**src/rtl/burst_seq_pkg.sv**
```systemverilog
package burst_seq_pkg;

    typedef enum logic [1:0] {
        ST_IDLE  = 2'd0,
        ST_READ  = 2'd1,
        ST_WRITE = 2'd2
    } burst_state_e;

    typedef enum logic [2:0] {
        EV_STALL      = 3'd0,
        EV_ADVANCE    = 3'd1,
        EV_LOAD_RD    = 3'd2,
        EV_LOAD_WR    = 3'd3,
        EV_LOAD_DESEL = 3'd4
    } burst_event_e;

endpackage

```
**src/rtl/burst_evt_decode.sv**
```systemverilog
module burst_evt_decode
    import burst_seq_pkg::*;
(
    input  logic         cke_n,
    input  logic         advance,
    input  logic         chip_sel,
    input  logic         wr_en,
    output burst_event_e evt
);

    always_comb begin
        if (cke_n) begin
            evt = EV_STALL;
        end else if (advance) begin
            // stepping never samples the select or the write enable
            evt = EV_ADVANCE;
        end else if (!chip_sel) begin
            evt = EV_LOAD_DESEL;
        end else if (wr_en) begin
            evt = EV_LOAD_WR;
        end else begin
            evt = EV_LOAD_RD;
        end
    end

endmodule

```
**src/rtl/burst_ctrl_fsm.sv**
```systemverilog
module burst_ctrl_fsm
    import burst_seq_pkg::*;
(
    input  logic         clk,
    input  logic         rst_n,
    input  burst_event_e evt,
    output logic         load_pulse,
    output logic         step_pulse,
    output logic         acc_valid,
    output logic         acc_write
);

    burst_state_e state_q;
    burst_state_e state_d;

    always_comb begin
        state_d = state_q;
        unique case (evt)
            EV_LOAD_RD:    state_d = ST_READ;
            EV_LOAD_WR:    state_d = ST_WRITE;
            EV_LOAD_DESEL: state_d = ST_IDLE;
            EV_ADVANCE:    state_d = state_q;
            EV_STALL:      state_d = state_q;
            default:       state_d = state_q;
        endcase
    end

    always_ff @(posedge clk or negedge rst_n) begin
        if (!rst_n) begin
            state_q <= ST_IDLE;
        end else begin
            state_q <= state_d;
        end
    end

    always_comb begin
        load_pulse = 1'b0;
        step_pulse = 1'b0;
        acc_valid  = 1'b0;
        acc_write  = 1'b0;
        unique case (state_q)
            ST_IDLE: begin
                acc_valid = 1'b0;
                acc_write = 1'b0;
            end
            ST_READ: begin
                acc_valid = 1'b1;
                acc_write = 1'b0;
            end
            ST_WRITE: begin
                acc_valid = 1'b1;
                acc_write = 1'b1;
            end
            default: begin
                acc_valid = 1'b0;
                acc_write = 1'b0;
            end
        endcase
        unique case (evt)
            EV_LOAD_RD, EV_LOAD_WR, EV_LOAD_DESEL: load_pulse = 1'b1;
            EV_ADVANCE:                            step_pulse = 1'b1;
            default: begin
                load_pulse = 1'b0;
                step_pulse = 1'b0;
            end
        endcase
    end

endmodule

```
**src/rtl/burst_beat_ctr.sv**
```systemverilog
module burst_beat_ctr #(
    parameter int ADDR_W     = 18,
    parameter int BURST_BITS = 2
) (
    input  logic                  clk,
    input  logic                  rst_n,
    input  logic                  load_pulse,
    input  logic                  step_pulse,
    input  logic [ADDR_W-1:0]     addr_in,
    output logic [ADDR_W-1:0]     base_q,
    output logic [BURST_BITS-1:0] beat_q
);

    localparam logic [BURST_BITS-1:0] BEAT_ONE = BURST_BITS'(1);

    always_ff @(posedge clk or negedge rst_n) begin
        if (!rst_n) begin
            base_q <= '0;
            beat_q <= '0;
        end else if (load_pulse) begin
            base_q <= addr_in;
            beat_q <= '0;
        end else if (step_pulse) begin
            // natural wrap of a BURST_BITS-wide count
            beat_q <= beat_q + BEAT_ONE;
        end
    end

endmodule

```
**src/rtl/burst_order_gen.sv**
```systemverilog
module burst_order_gen #(
    parameter int BURST_BITS = 2
) (
    input  logic [BURST_BITS-1:0] start_lo,
    input  logic [BURST_BITS-1:0] beat,
    input  logic                  order_mode,
    output logic [BURST_BITS-1:0] seq_lo
);

    logic [BURST_BITS-1:0] lin_lo;
    logic [BURST_BITS-1:0] ilv_lo;

    assign lin_lo = start_lo + beat;

    for (genvar b = 0; b < BURST_BITS; b++) begin : g_ilv
        assign ilv_lo[b] = start_lo[b] ^ beat[b];
    end

    assign seq_lo = order_mode ? ilv_lo : lin_lo;

endmodule

```
**src/rtl/burst_seq.sv**
```systemverilog
module burst_seq
    import burst_seq_pkg::*;
#(
    parameter int ADDR_W     = 18,
    parameter int BURST_BITS = 2
) (
    input  logic              clk,
    input  logic              rst_n,
    input  logic              cke_n,
    input  logic              advance,
    input  logic              chip_sel,
    input  logic              wr_en,
    input  logic              order_mode,
    input  logic [ADDR_W-1:0] addr_in,
    output logic [ADDR_W-1:0] acc_addr,
    output logic              acc_valid,
    output logic              acc_write
);

    localparam int UPPER_W = ADDR_W - BURST_BITS;

    burst_event_e          evt;
    logic                  load_pulse;
    logic                  step_pulse;
    logic [ADDR_W-1:0]     base_q;
    logic [BURST_BITS-1:0] beat_q;
    logic [BURST_BITS-1:0] seq_lo;

    burst_evt_decode u_dec (
        .cke_n    (cke_n),
        .advance  (advance),
        .chip_sel (chip_sel),
        .wr_en    (wr_en),
        .evt      (evt)
    );

    burst_ctrl_fsm u_fsm (
        .clk        (clk),
        .rst_n      (rst_n),
        .evt        (evt),
        .load_pulse (load_pulse),
        .step_pulse (step_pulse),
        .acc_valid  (acc_valid),
        .acc_write  (acc_write)
    );

    burst_beat_ctr #(
        .ADDR_W     (ADDR_W),
        .BURST_BITS (BURST_BITS)
    ) u_ctr (
        .clk        (clk),
        .rst_n      (rst_n),
        .load_pulse (load_pulse),
        .step_pulse (step_pulse),
        .addr_in    (addr_in),
        .base_q     (base_q),
        .beat_q     (beat_q)
    );

    burst_order_gen #(
        .BURST_BITS (BURST_BITS)
    ) u_ord (
        .start_lo   (base_q[BURST_BITS-1:0]),
        .beat       (beat_q),
        .order_mode (order_mode),
        .seq_lo     (seq_lo)
    );

    assign acc_addr = {base_q[ADDR_W-1:BURST_BITS], seq_lo};

    initial begin
        if (UPPER_W < 1) $error("ADDR_W must exceed BURST_BITS");
    end

endmodule

```
**config.mk**
```make
export PLATFORM = sky130hd
export DESIGN_NAME = burst_seq
export DESIGN_NICKNAME = d
export VERILOG_FILES = /design/src/rtl/burst_seq_pkg.sv /design/src/rtl/burst_evt_decode.sv /design/src/rtl/burst_ctrl_fsm.sv /design/src/rtl/burst_beat_ctr.sv /design/src/rtl/burst_order_gen.sv /design/src/rtl/burst_seq.sv
export SDC_FILE = /design/constraint.sdc
export NUM_CORES = 1
export LEC_CHECK = 0
export BUFFER_PORTS_ARGS = -buffer_cell sky130_fd_sc_hd__buf_2
export CORE_UTILIZATION = 49
export CTS_CLUSTER_SIZE = 16
export DETAILED_ROUTE_END_ITERATION = 8
export GPL_TIMING_DRIVEN = 0
export PLACE_DENSITY = 0.83
export SKIP_CTS_REPAIR_TIMING = 1
export SLEW_MARGIN = 15
export SYNTH_ARGS = -nofsm -noshare
export SYNTH_HDL_FRONTEND = slang
export SYNTH_HIERARCHICAL = 1
export SYNTH_SLANG_ARGS = --single-unit
```
**constraint.sdc**
```tcl
create_clock -name clk -period 1.5 [get_ports clk]
set_input_delay 0.225 -clock clk [delete_from_list [all_inputs] [get_ports clk]]
set_output_delay 0.225 -clock clk [all_outputs]
set_load 0.02 [all_outputs]
```
==> results.py <==
metrics = {
    "floorplanning": {
        "dieWidth_um": 48.1,
        "ios": 45,
        "die_h_um": 48.1,
        "start_util": 0.525,
        "coreArea_um2": 1980,
        "rows": 16,
        "die_area_um2": 2310,
    },
    "cts": {
        "cts_buffers": 3,
        "htree_levels": 1,
        "clockBufferDepth": 2,
        "path_clk_slew_ns": 0.13,
        "cts_tree": "yes",
        "clkLatencyLatePin_ns": 0.31,
        "cts.sinks": 22,
        "cts_root_buffer": "clkbuf_4",
    },
    "layout": {
        "fin_nets": 151,
        "diodes": 0,
        "area_delta_synth_final_pct": 35.3,
        "final_area_um2": 1410,
        "nFillCells": 146,
        "drive_above_1_share": 0.650,
    },
    "critical_path": {
        "worstPathArrival_ns": 1.35,
        "crit_family": "flip-flops",
        "cp.depth": 4,
        "max_stage_delay_ns": 0.43,
        "crit_required_ns": 1.27,
        "setup.worst_path.start_class": "flip-flop",
        "endpoint_kind": "output pin",
        "reg2reg_depth": 4,
        "cp_num_buf_inv": 1,
        "slowest_stage": "dfrtp_1",
        "crit_fanout": 3,
        "cp_cell_sequence": "ha_2 > nor2b_4 > xnor2_2 > buf_4",
        "path_class": "reg2out",
    },
    "timing": {
        "fin_ws_ns": -0.0712,
        "min_period_over_period": 1.05,
        "slew_headroom": 0.694,
        "finalHoldViolations": 0,
        "fin_tns_setup_ns": -0.0712,
        "min_period_ns": 1.57,
        "slew_viol_final": 0,
        "max_freq_mhz": 636,
        "setup_violations": 1,
        "clock_skew_ns": 0.00944,
        "rsz0062_at_grt": "yes",
        "worst_pin_slew_ns": 0.458,
    },
    "synthesis": {
        "avgSynthCellArea_um2": 14.9,
        "syn_inst": 70,
        "synth_cell_types": 18,
        "synth.most_common_cell": "dfrtp_1",
        "yosysTopAreaCell": "dfrtp_1",
        "syn_area_um2": 1040,
        "ys_warn_count": 6,
        "synth-edff-count": 0,
        "netlist_top_cells_count": "dfrtp_1, mux2_4, nor2_1",
        "async_reset_ff_frac": 1.00,
        "synth_nets": 97,
        "synth_top_area_frac": 0.529,
        "yosys_register_bits": 22,
        "synthFlopType": "dfrtp_1",
        "synth.area.top_cells": "dfrtp_1, mux2_4, xnor2_1",
        "seq_area_frac_synth": 0.529,
    },
    "global_routing": {
        "grt_start_max_net_pins": 23,
        "grt_usage": 0.161,
        "grt_pass1_wl_um": 2440,
        "grt_overflow": 0,
        "antenna_found_initial": 0,
        "grt_pass1_vias": 626,
    },
    "route": {
        "wl_met2_um": 890,
        "vias": 727,
        "dr.first_iter.drc_count": 2,
        "met1_length_um": 797,
        "detail-route-antenna-nets": 0,
        "wl_met3_um": 89,
        "drt_wl_total_um": 1790,
        "via_per_inst": 4.85,
        "avgRoutedWirePerCell_um": 11.9,
        "top_layer_used": "met4",
        "drtPass1Iterations": 4,
        "drc": 0,
    },
    "job": {
        "max_cap_violations": 0,
    },
    "hold_path": {
        "hp-class": "in2reg",
        "min_delay_path_depth": 2,
    },
    "place": {
        "numPortBuffers": 44,
        "gp_congestion": 0.683,
        "postPlaceCellArea_um2": 1290,
        "dp_hpwl_um": 1320,
    },
    "run_status": {
        "status": "finished with violations",
        "violations": "negative setup slack",
    },
    "pwr": {
        "power_density_nw_per_um2": 1490,
        "ir_drop_v": 0.00124,
        "p_leak_uw": 0.000719,
    },
}
-- sequential cells by signal (all words and copies together), names as in the netlist --
signal / cells
u_ctr/base_q: 18
u_ctr/beat_q: 2
u_fsm/state_q: 2
-- worst paths after layout --
kind                                    endpoint  slack, ns             from
worst max-delay path                 acc_addr[1]      -0.07  u_ctr/beat_q[0]
worst min-delay path             u_ctr/base_q[7]       0.13       addr_in[7]
worst max register to register   u_ctr/beat_q[0]       0.50  u_ctr/beat_q[0]
worst min register to register   u_ctr/base_q[4]       0.52  u_ctr/base_q[4]
max in group asynchronous       u_ctr/base_q[13]       0.80            rst_n
min in group asynchronous        u_ctr/beat_q[0]       0.38            rst_n
-- stage by stage --
| step | cells | total power [uW] | setup WS (ns) | hold slack [ns] | utilization |
|---|---|---|---|---|---|
| after floorplan | 70 | 1330 | 0.0471 | -0.0706 | - |
| after global placement | 141 | 1530 | -0.139 | 0.200 | 0.653 |
| after detailed placement | 141 | 1560 | -0.162 | 0.205 | 0.653 |
| after CTS | 145 | 2010 | -0.152 | -0.155 | 0.679 |
| after global routing | 150 | 2230 | -0.158 | 0.111 | 0.710 |
| final | 150 | 2100 | -0.0712 | 0.132 | 0.710 |
-- metal layers --
metal,up-vias,track usage
met3,2,0.0453
met2,27,0.259
met4,0,0.100
li1,350,-
met5,-,0
met1,348,0.190
-- cells by family (layout without fill, tap and decap cells) --
family | after synthesis | in the layout | synth area share
muxes | 19 | 19 | 0.271
xor gates and xnor gates | 3 | 3 | 0.0253
buffers and inverters | 5 | 58 | 0.0361
DFF | 22 | 22 | 0.529
and+or+nand+nor | 12 | 12 | 0.0686
adders and majority gates | 2 | 2 | 0.0241
AOI/OAI and AO/OA | 7 | 7 | 0.0457
-- power by group --
part	internal, uW	switching, uW
combinational	438	393
clock	270	180
sequential	731	85.1
total	1440	658
-- placed cells by master (no fill, tap or decap) --
cell type / instances
a221oi_1: 2
mux2_2: 1
ha_2: 1
nor2_1: 6
dfrtp_1: 22
nor3b_2: 1
o21ai_1: 1
ha_1: 1
o21ai_0: 1
xnor2_1: 2
xnor2_2: 1
nor2b_1: 2
nor3_2: 1
inv_1: 2
buf_4: 6
bufinv_16: 1
mux2_4: 18
nor2b_4: 1
a21bo_2: 1
buf_2: 43
nand3b_1: 1
buf_6: 2
a21oi_1: 2
clkbuf_4: 3
dlygate4sd3_1: 1
-- area by class of cell --
cell class	count	area, um^2	share of cell area
plain buffers	3	30.0	0.0214
clock buffers	3	22.5	0.0160
clock inverters	1	30.0	0.0214
inverters	2	7.51	0.00534
multi-input cells	43	469	0.334
flip-flops and latches	22	551	0.391
well taps	27	33.8	0.0240
repair buffers	49	263	0.187
No activity file was read; power rests on OpenSTA's default activity.
